==> config.mk <==
export PLATFORM = sky130hd
export DESIGN_NAME = octal_switch_ctrl
export DESIGN_NICKNAME = d
export VERILOG_FILES = /design/src/rtl/swctl_pkg.sv /design/src/rtl/osc_sync.sv /design/src/rtl/osc_ctrl.sv /design/src/rtl/osc_datapath.sv /design/src/rtl/octal_switch_ctrl.sv
export SDC_FILE = /design/constraint.sdc
export NUM_CORES = 1
export LEC_CHECK = 0
export BUFFER_PORTS_ARGS = -buffer_cell sky130_fd_sc_hd__buf_2
export CAP_MARGIN = 15
export CORE_MARGIN = 3
export CORE_UTILIZATION = 30
export DETAILED_ROUTE_END_ITERATION = 16
export PLACE_DENSITY = 0.52
export REMOVE_ABC_BUFFERS = 1
export SLEW_MARGIN = 20
export SYNTH_ARGS = -nofsm -noshare
export SYNTH_HDL_FRONTEND = slang
export SYNTH_HIERARCHICAL = 1
export SYNTH_SLANG_ARGS = --single-unit
==> constraint.sdc <==
create_clock -name clk -period 2.3 [get_ports clk]
set_input_delay 0.115 -clock clk [delete_from_list [all_inputs] [get_ports clk]]
set_output_delay 0.115 -clock clk [all_outputs]
set_load 0.005 [all_outputs]
==> src/rtl/swctl_pkg.sv <==
package swctl_pkg;
  localparam int CH_COUNT       = 8;
  localparam int FRAME_BITS     = CH_COUNT;
  localparam int DIRECT_CH      = 2;
  localparam int SAT_LATCH_CH   = 6;
  localparam int TEMP_CH        = CH_COUNT - SAT_LATCH_CH;

  typedef struct packed {
    logic load;     // capture diagnostics into transmit register
    logic rxShift;  // take one command bit
    logic txShift;  // advance transmit register
    logic commit;   // move received word into the output latch
  } spi_strobe_t;

  // word position of a channel: odd channels fill the upper half, even the lower
  function automatic int serialPos(input int ch);
    if (ch % 2 == 1) return CH_COUNT - 1 - (ch - 1) / 2;
    return CH_COUNT / 2 - 1 - ch / 2;
  endfunction
endpackage

==> src/rtl/osc_sync.sv <==
module osc_sync #(
  parameter int W = 1,
  parameter int STAGES = 2,
  parameter logic [W-1:0] RST_VAL = '0
) (
  input  logic         clk,
  input  logic         rstN,
  input  logic [W-1:0] d,
  output logic [W-1:0] q
);
  logic [W-1:0] stg [STAGES];

  always_ff @(posedge clk or negedge rstN) begin
    if (!rstN) begin
      for (int i = 0; i < STAGES; i++) stg[i] <= RST_VAL;
    end else begin
      stg[0] <= d;
      for (int i = 1; i < STAGES; i++) stg[i] <= stg[i-1];
    end
  end

  assign q = stg[STAGES-1];
endmodule

==> src/rtl/osc_ctrl.sv <==
module osc_ctrl import swctl_pkg::*; #(
  parameter int SYNC_STAGES = 2,
  parameter int CNT_W = $clog2(FRAME_BITS + 2)
) (
  input  logic             clk,
  input  logic             rstN,
  input  logic             sck,
  input  logic             csN,
  input  logic             mosi,
  output spi_strobe_t      strobe,
  output logic             mosiBit,
  output logic             csActive,
  output logic [CNT_W-1:0] bitCnt
);
  localparam logic [CNT_W-1:0] CNT_MAX  = '1;
  localparam logic [CNT_W-1:0] CNT_FULL = CNT_W'(FRAME_BITS);

  logic [2:0] pinSync;
  logic csS, sckS, csQ, sckQ;

  osc_sync #(.W(3), .STAGES(SYNC_STAGES), .RST_VAL(3'b100)) u_pinSync (
    .clk(clk), .rstN(rstN), .d({csN, sck, mosi}), .q(pinSync)
  );

  assign csS     = pinSync[2];
  assign sckS    = pinSync[1];
  assign mosiBit = pinSync[0];

  always_ff @(posedge clk or negedge rstN) begin
    if (!rstN) begin
      csQ  <= 1'b1;
      sckQ <= 1'b0;
    end else begin
      csQ  <= csS;
      sckQ <= sckS;
    end
  end

  assign csActive = !csS;

  always_comb begin
    strobe.load    = csQ && !csS;
    strobe.rxShift = csActive && !sckQ && sckS;
    strobe.txShift = csActive && sckQ && !sckS;
    strobe.commit  = !csQ && csS && (bitCnt == CNT_FULL);
  end

  always_ff @(posedge clk or negedge rstN) begin
    if (!rstN) bitCnt <= '0;
    else if (strobe.load) bitCnt <= '0;
    else if (strobe.rxShift && bitCnt != CNT_MAX) bitCnt <= bitCnt + 1'b1;
  end
endmodule

==> src/rtl/osc_datapath.sv <==
module osc_datapath import swctl_pkg::*; #(
  parameter int SYNC_STAGES = 2,
  parameter int FILT_LEN = 4
) (
  input  logic                clk,
  input  logic                rstN,
  input  spi_strobe_t         strobe,
  input  logic                mosiBit,
  input  logic                csActive,
  input  logic [DIRECT_CH-1:0] directIn,
  input  logic [CH_COUNT-1:0] satFault,
  input  logic [TEMP_CH-1:0]  overTemp,
  output logic [CH_COUNT-1:0] chanOut,
  output logic                miso,
  output logic [CH_COUNT-1:0] cmdState,
  output logic [CH_COUNT-1:0] ovlState,
  output logic [CH_COUNT-1:0] faultHit
);
  localparam int FW = (FILT_LEN < 2) ? 1 : $clog2(FILT_LEN);
  localparam logic [FW-1:0] FILT_TOP = FW'(FILT_LEN - 1);

  logic [CH_COUNT-1:0] satS, newCmd, diag, diagWord, clrMask;
  logic [TEMP_CH-1:0]  tempS;
  logic [CH_COUNT-1:0] rxReg, txReg;

  osc_sync #(.W(CH_COUNT), .STAGES(SYNC_STAGES)) u_satSync (
    .clk(clk), .rstN(rstN), .d(satFault), .q(satS)
  );
  osc_sync #(.W(TEMP_CH), .STAGES(SYNC_STAGES)) u_tempSync (
    .clk(clk), .rstN(rstN), .d(overTemp), .q(tempS)
  );

  for (genvar c = 0; c < CH_COUNT; c++) begin : g_chan
    logic src, drive;
    logic [FW-1:0] runLen;

    if (c < SAT_LATCH_CH) begin : g_sat
      assign src = satS[c];
    end else begin : g_temp
      assign src = tempS[c - SAT_LATCH_CH];
    end

    always_ff @(posedge clk or negedge rstN) begin
      if (!rstN) runLen <= '0;
      else if (!src) runLen <= '0;
      else if (runLen != FILT_TOP) runLen <= runLen + 1'b1;
    end
    assign faultHit[c] = src && (runLen == FILT_TOP);

    if (c < DIRECT_CH) begin : g_direct
      assign drive   = cmdState[c] | directIn[c];
      assign diag[c] = (directIn[c] && !cmdState[c]) ? ovlState[c] : chanOut[c];
    end else begin : g_plain
      assign drive   = cmdState[c];
      assign diag[c] = ovlState[c];
    end

    assign chanOut[c] = drive && !ovlState[c];
    assign newCmd[c]   = rxReg[serialPos(c)];
    assign diagWord[serialPos(c)] = diag[c];
  end

  assign clrMask = strobe.commit ? ~newCmd : '0;

  always_ff @(posedge clk or negedge rstN) begin
    if (!rstN) begin
      rxReg    <= '0;
      txReg    <= '0;
      cmdState <= '0;
      ovlState <= '0;
    end else begin
      if (strobe.rxShift) rxReg <= {rxReg[CH_COUNT-2:0], mosiBit};
      if (strobe.load) txReg <= diagWord;
      else if (strobe.txShift) txReg <= {txReg[CH_COUNT-2:0], 1'b0};
      if (strobe.commit) cmdState <= newCmd;
      ovlState <= (ovlState | faultHit) & ~clrMask;
    end
  end

  assign miso = csActive && txReg[CH_COUNT-1];
endmodule

==> src/rtl/octal_switch_ctrl.sv <==
module octal_switch_ctrl import swctl_pkg::*; #(
  parameter int SYNC_STAGES = 2,
  parameter int FILT_LEN = 4
) (
  input  logic                 clk,
  input  logic                 rstN,
  input  logic                 lowVoltRst,
  input  logic                 sck,
  input  logic                 csN,
  input  logic                 mosi,
  output logic                 miso,
  input  logic [DIRECT_CH-1:0] directIn,
  input  logic [CH_COUNT-1:0]  satFault,
  input  logic [TEMP_CH-1:0]   overTemp,
  output logic [CH_COUNT-1:0]  chanOut
);
  localparam int CNT_W = $clog2(FRAME_BITS + 2);

  logic rstAllN, mosiBit, csActive, commitPulse;
  logic [CNT_W-1:0] bitCnt;
  logic [CH_COUNT-1:0] cmdState, ovlState, faultHit;
  spi_strobe_t strobe;

  assign rstAllN = rstN && !lowVoltRst;
  assign commitPulse = strobe.commit;

  osc_ctrl #(.SYNC_STAGES(SYNC_STAGES), .CNT_W(CNT_W)) u_ctrl (
    .clk(clk), .rstN(rstAllN), .sck(sck), .csN(csN), .mosi(mosi),
    .strobe(strobe), .mosiBit(mosiBit), .csActive(csActive), .bitCnt(bitCnt)
  );

  osc_datapath #(.SYNC_STAGES(SYNC_STAGES), .FILT_LEN(FILT_LEN)) u_dp (
    .clk(clk), .rstN(rstAllN), .strobe(strobe), .mosiBit(mosiBit),
    .csActive(csActive), .directIn(directIn), .satFault(satFault),
    .overTemp(overTemp), .chanOut(chanOut), .miso(miso),
    .cmdState(cmdState), .ovlState(ovlState), .faultHit(faultHit)
  );
endmodule

* Word-level counts from Yosys, hierarchy flattened *
Index checks and enable logic that the tools add are counted.

storage, ports and cells
  flip-flop bits (word level) = 76
  input port bits = 18
  output and inout bits = 9

cells by class
  add/sub/neg operators = 9
  reductions and logical operators = 45
  equal/unequal tests = 26
  bitwise gates (word level) = 6
  muxes and demuxes = 23

operators with widths
  kind                                                   count
  two-way mux 2 bit                                      16
  logical AND 1 bit                                      28
  two-way mux 8 bit                                      3
  adder 2 x 1 -> 2 bit, second input constant            8
  equality test 2 bit, second input constant             8
  inequality test 2 x 1 -> 1 bit, second input constant  8
  inequality test 2 bit, second input constant           8
  NOT 8 bit                                              2
  logical NOT 1 bit                                      15
  bitwise AND 8 bit                                      1
  two-way mux 4 bit                                      2
  bitwise OR 8 bit                                       1
  adder 4 x 1 -> 4 bit, second input constant            1
  equality test 4 bit, second input constant             1
  inequality test 4 bit, second input constant           1
  nonzero test 2 bit                                     2
  two-way mux 1 bit                                      2
  bitwise OR 1 bit                                       2

* Logic depth before layout (Yosys ltp) *
Gate-level depths: netlist (run 1).

  depth in word-level cells = 6
  mapped depth = 7
  depth with buffers taken out = 5

* Hierarchy *
Netlist (run 1), hierarchy kept.

modules (own cells, without submodules)
  module                        seq. area each (um^2)  cells each  times used  area an instance (um^2)
  osc_datapath                  1201.2                 180         1           2148.3
  osc_sync at u_dp.u_satSync    400.4                  24          1           460.4
  osc_ctrl                      151.4                  33          1           317.8
  osc_sync at u_ctrl.u_pinSync  152.6                  9           1           175.2
  osc_sync at u_dp.u_tempSync   100.1                  6           1           115.1
  octal_switch_ctrl             0.0                    1           1           13.8

* Worst setup path after synthesis (run 1) *
OpenSTA, ideal clock, no wires.

  path type = reg-to-reg
  from = register u_ctrl.u_pinSync.stg (netlist bit u_ctrl/u_pinSync/q[2])
  to = register u_dp.cmdState[0]
  data required time = 2.175 ns
  library setup time = 0.125 ns
  path buffers = 3
  arrival = 1.517 ns
  path slack = 0.658 ns
  stages on the path, launching flop included = 7
  cell sequence = dfstp_2 buf_4 inv_1 nor4_1 buf_6 buf_8 mux2_4

RTL lines
  item                  RTL line            text
  from (decl)           osc_sync.sv:11      logic [W-1:0] stg [STAGES];
  to (signal assigned)  osc_datapath.sv:75  if (strobe.commit) cmdState <= newCmd;
  to (decl)             osc_datapath.sv:15  output logic [CH_COUNT-1:0] cmdState,

==> results.py, run 1 <==
metrics = {
    "status": {
        "status": "complete, no violations",
    },
    "floorplanning": {
        "io_pins": 27,
        "rows": 36,
        "core_area_sq_um": 9955,
        "die_w_um": 107.9,
        "start_util_pct": 31.30,
        "dieHeight_um": 107.9,
        "die_area_sq_um": 11640,
    },
    "global_route": {
        "grt_overflow": 0,
        "grt_pass1_wl_mm": 8.569,
        "grt_max_degree": 65,
        "antenna_found_initial": 0,
        "grt_pass1_vias": 1844,
        "track_usage_pct": 9.656,
    },
    "setup_path": {
        "critPathLaunch": "u_ctrl/u_pinSync/q[2]",
        "r2r_start": "u_ctrl/u_pinSync/q[2]",
        "cp-start-kind": "register",
        "path_class": "reg2reg",
        "cp.required_ns": 2.54,
        "cp_data_arrival_time_ns": 1.87,
        "crit_path_end_kind": "register",
        "crit_fanout": 16,
    },
    "drt": {
        "wl_met3_um": 257,
        "routed-wl-met2_mm": 2.318,
        "dr.pass1.iters": 4,
        "drc": 0,
        "met1_length_mm": 2.289,
        "ant_nets": 0,
        "first_iter_violations": 72,
        "vias_per_cell": 4.260,
        "totalWireLength_mm": 4.922,
        "vias": 1785,
        "wire_per_inst_um": 11.75,
        "top_layer": "met4",
    },
    "timing": {
        "finalMaxSlewViolations": 0,
        "setup_viol": 0,
        "rsz0062_at_grt": "no",
        "worst_pin_slew_ns": 0.5433,
        "final-hold-violation-count": 0,
        "period_share_pct": 71.09,
        "max_slew_margin_pct": 63.74,
        "min_period_ns": 1.635,
        "clock_skew_ns": 0.01205,
        "fmax_mhz": 611.6,
    },
    "pwr": {
        "power_leakage_nw": 1.659,
        "powerDensity_nw_per_um2": 865.8,
        "seq_power_share_pct": 54.0,
        "p_sw_share_pct": 26.07,
        "pwr-share-clk_pct": 32.1,
        "total_power_mw": 3.160,
        "vdd_ir_drop_max_uv": 376.7,
        "internal_power_mw": 2.336,
        "combPwrFrac_pct": 13.9,
        "p_switching_uw": 823.9,
    },
    "clocking": {
        "clk_pin_slew_ns": 0.08,
        "clkSinkCount": 76,
        "numCtsBuffers": 9,
        "root_buffer": "clkbuf_8",
        "post_cts_resized": 0,
        "clk_latency_ns": 0.35,
        "clk_path_buf_depth": 2,
        "cts_tree": "yes",
        "htree_levels": 3,
    },
    "final_layout": {
        "final_common_cell": "dfrtp_1",
        "fillCellCount": 980,
        "final_net_count": 310,
        "stdcell_area_sq_um": 3650,
        "area_delta_synth_final_pct": 17.15,
        "layout-drive-gt1-share_pct": 19.58,
        "antenna_cells": 0,
        "layoutNonFillerInstCount": 419,
        "final_cell_mix": "dfrtp_1 (73), buf_2 (24), and2_1 (17)",
    },
    "job": {
        "drv_cap": 0,
    },
    "place": {
        "place.gp.congestion": 0.7091,
        "place_area_sq_um": 3312,
        "io_buffers": 24,
        "dp_hpwl_mm": 3.121,
        "dp.cells": 390,
    },
    "synthesis": {
        "yosysWarningCount": 6,
        "synth_cells": 247,
        "netlist_area_sq_um": 3115,
        "avgSynthCellArea_sq_um": 12.61,
    },
    "min_path": {
        "hold_class": "in2reg",
        "hp-start": "directIn[0]",
    },
}
==> power groups by stage <==
stage / Combinational, mW / Sequential [mW] / Clock [mW]
2_1_floorplan: 0.345 / 1.69 / 0
3_3_place_gp: 0.413 / 1.73 / 0
3_5_place_dp: 0.432 / 1.73 / 0
4_1_cts: 0.451 / 1.71 / 1.07
5_1_grt: 0.517 / 1.74 / 1.13
6_report: 0.439 / 1.71 / 1.02
==> registers in the layout (all words and copies together) (netlist names) <==
signal and cells:
u_dp/ovlState 8, u_ctrl/sckQ 1, u_ctrl/csQ 1, u_dp/u_satSync/stg 6, u_ctrl/u_pinSync/q 3, u_dp/u_satSync/q 6
u_ctrl/u_pinSync/stg 3, u_dp/u_tempSync/stg 2, u_dp/rxReg 8, u_dp/g_chan.runLen 16, u_dp/txReg 8, u_ctrl/bitCnt 4
u_dp/cmdState 8, u_dp/u_tempSync/q 2
==> final cells by class <==
| type | instances | area (sq um) | area share, % |
|---|---|---|---|
| flip-flops and latches | 76 | 1906 | 52.21 |
| multi-input cells | 140 | 1032 | 28.28 |
| repair buffers | 41 | 295.3 | 8.090 |
| well taps | 133 | 166.4 | 4.559 |
| clock buffers | 10 | 137.6 | 3.771 |
| clock inverters | 5 | 60.06 | 1.646 |
| inverters | 14 | 52.55 | 1.440 |
==> final timing paths <==
path | to | slack [ns] | cells past startpoint
setup reg to reg | u_dp/cmdState[7] | 0.67 | 4
hold reg to reg | u_dp/u_satSync/q[2] | 0.35 | 0
setup / recovery | u_dp/cmdState[7] | 0.67 | 4
hold / removal | u_dp/txReg[3] | 0.07 | 3
min in group asynchronous | u_ctrl/u_pinSync/stg[5] | 0.47 | 3
max in group asynchronous | u_ctrl/u_pinSync/q[1] | 0.95 | 4
==> layer usage <==
metal | vias to the layer above | GRT usage [%]
li1 | 884 | -
met1 | 872 | 11.72
met2 | 24 | 14.65
met3 | 5 | 4.859
met4 | 0 | 3.787
met5 | - | 0
==> critical path, stage by stage (launching register included) <==
cell and delay (ns):
dfstp_2 0.56, inv_1 0.07, nor4_2 0.24, buf_4 0.29
mux2_2 0.37
==> metrics by stage <==
stage	setup slack [ns]	util [%]	setup TNS, ns	hold slack [ns]
6_report	0.6650	36.66	0	0.06765
5_1_grt	0.4947	36.66	0	0.05235
4_1_cts	0.6330	36.66	0	0.04655
3_5_place_dp	0.6505	33.27	0	0.1953
3_3_place_gp	0.6699	33.27	0	0.1915
2_1_floorplan	-0.3912	-	-4.094	0.1195
==> repair_timing <==
item	4_1_cts	5_1_grt
endpoints found under the hold margin	20	0
buffers inserted	0	0
hold buffers	14	0
Power figures use the tool's default switching activity.
==> run 2, diff against run 1 <==
Settings changed: PLACE_DENSITY 0.52 to 0.53.
Clock period 2.3 ns to 1.5 ns, I/O delays scaled along.
==> run 2 against run 1 <==
Critical path depth up 2. The run now ends with setup timing left. Sequential cell count unchanged. Global-route usage about the same. Fmax grew 0.92%.
==> results.py, run 2 (synthesis results as in run 1) <==
metrics = {
    "timing": {
        "clock_skew_ns": 0.005557,
        "setup_viol": 13,
        "fin_setup_tns_ns": -1.193,
        "finalMaxSlewViolations": 0,
        "min_period_ns": 1.620,
        "max_slew_margin_pct": 71.84,
        "period_share_pct": 108.0,
        "holdWs_ns": 0.06707,
        "fin_ws_ns": -0.1201,
        "final-hold-violation-count": 0,
        "rsz0062_at_grt": "yes",
        "worst_pin_slew_ns": 0.4219,
        "fmax_mhz": 617.2,
    },
    "global_route": {
        "antenna_found_initial": 0,
        "grt_max_degree": 77,
        "track_usage_pct": 9.684,
        "grt_pass1_wl_mm": 8.852,
        "grt_pass1_vias": 1978,
        "grt_overflow": 0,
    },
    "final_layout": {
        "ff_latch_area_sq_um": 1906,
        "stdcell_area_sq_um": 3923,
        "layoutNonFillerInstCount": 439,
        "final_common_cell": "dfrtp_1",
        "final_util_pct": 39.40,
        "layout-drive-gt1-share_pct": 27.45,
        "area_delta_synth_final_pct": 25.90,
        "largest_reg_flops": 16,
        "final_cell_mix": "dfrtp_1 (73), buf_2 (25), and2_1 (17), o21ai_0 (16), nor2b_1 (16)",
        "fillCellCount": 968,
        "final_net_count": 329,
        "multi_input_area_sq_um": 1106,
        "top_register": "u_dp/g_chan.runLen",
        "antenna_cells": 0,
    },
    "status": {
        "status": "finished with violations",
        "violations": "setup timing",
    },
    "drt": {
        "dr.pass1.iters": 4,
        "ant_nets": 0,
        "first_iter_violations": 52,
        "vias_per_cell": 4.342,
        "drc": 0,
        "totalWireLength_mm": 5.073,
        "vias": 1906,
        "wire_per_inst_um": 11.56,
    },
    "setup_path": {
        "crit_chain": "inv_1 > ha_2 > nand2_2 > nor4_4 > buf_4 > mux2_4",
        "cp_data_arrival_time_ns": 1.85,
        "cp-start-kind": "register",
        "cpMaxStageDelayCell": "dfrtp_1",
        "cp.required_ns": 1.73,
        "crit_path_end_kind": "register",
        "max_stage_delay_ns": 0.39,
        "crit_fanout": 5,
        "path_class": "reg2reg",
    },
    "floorplanning": {
        "start_util_pct": 31.30,
        "die_area_sq_um": 11640,
        "core_area_sq_um": 9955,
        "io_pins": 27,
        "dieHeight_um": 107.9,
        "die_w_um": 107.9,
        "rows": 36,
    },
    "pwr": {
        "power_leakage_nw": 1.788,
        "powerDensity_nw_per_um2": 1307,
        "vdd_ir_drop_max_uv": 499.3,
        "total_power_mw": 5.128,
    },
    "clocking": {
        "clkSinkCount": 76,
        "clk_pin_slew_ns": 0.07,
        "cts_tree": "yes",
        "numCtsBuffers": 9,
        "clk_latency_ns": 0.34,
        "clk_path_buf_depth": 2,
        "htree_levels": 3,
        "root_buffer": "clkbuf_8",
    },
    "place": {
        "pre_cts_slack_ns": -0.09695,
        "dp_hpwl_mm": 3.257,
        "dp.cells": 402,
        "place.gp.congestion": 0.6982,
        "place_area_sq_um": 3402,
        "io_buffers": 24,
    },
    "job": {
        "drv_cap": 0,
    },
    "min_path": {
        "hold_class": "in2reg",
    },
}
-- run 2: per-layer routing --
layer	global-route usage [%]	wire length, um	share of wire, %
met5	0	0	0
met4	2.976	59	1.2
met3	4.199	232	4.6
met2	15.05	2436	48
met1	12.24	2345	46
-- run 2: where the power goes --
part | internal, mW | switching, mW
combinational | 0.424 | 0.311
clock | 1.07 | 0.699
sequential | 2.39 | 0.233
total | 3.89 | 1.24
-- run 2: critical path, delay by kind of cell (launching register included) --
family        cells  cell delay (ns)
mux               1             0.30
flops             1             0.39
simple gates      2             0.36
fa+ha+maj         1             0.18
buf+inv           2             0.28
-- run 2: area by class of cell --
type / instances / area share, %
Clock inverter: 3 / 1.722
Clock buffer: 13 / 4.306
Inverter: 14 / 1.340
Tap cell: 133 / 4.242
Timing Repair Buffer: 60 / 11.61
Multi-Input combinational cell: 140 / 28.20
Sequential cell: 76 / 48.58
-- run 2: worst paths after layout --
| kind | from | endpoint | slack, ns | cells past startpoint |
|---|---|---|---|---|
| min | directIn[0] | u_dp/txReg[3] | 0.07 | 3 |
| max | u_ctrl/bitCnt[1] | u_dp/cmdState[4] | -0.12 | 6 |
| max in group asynchronous | rstN | u_ctrl/u_pinSync/stg[5] | 0.17 | 5 |
| max reg2reg | u_ctrl/bitCnt[1] | u_dp/cmdState[4] | -0.12 | 6 |
| min in group asynchronous | lowVoltRst | u_dp/ovlState[1] | 0.47 | 4 |
| min reg2reg | u_ctrl/u_pinSync/stg[3] | u_ctrl/u_pinSync/q[0] | 0.35 | 0 |
-- run 2: repair_timing --
| item | in CTS | in global routing |
|---|---|---|
| pin swaps | 2 | 2 |
| buffers inserted | 3 | 5 |
| endpoints found under the hold margin | 84 | 0 |
| setup endpoints to repair | 8 | 26 |
| hold buffers | 13 | 0 |
| gates resized for setup | 10 | 15 |
| cloned | 0 | 1 |
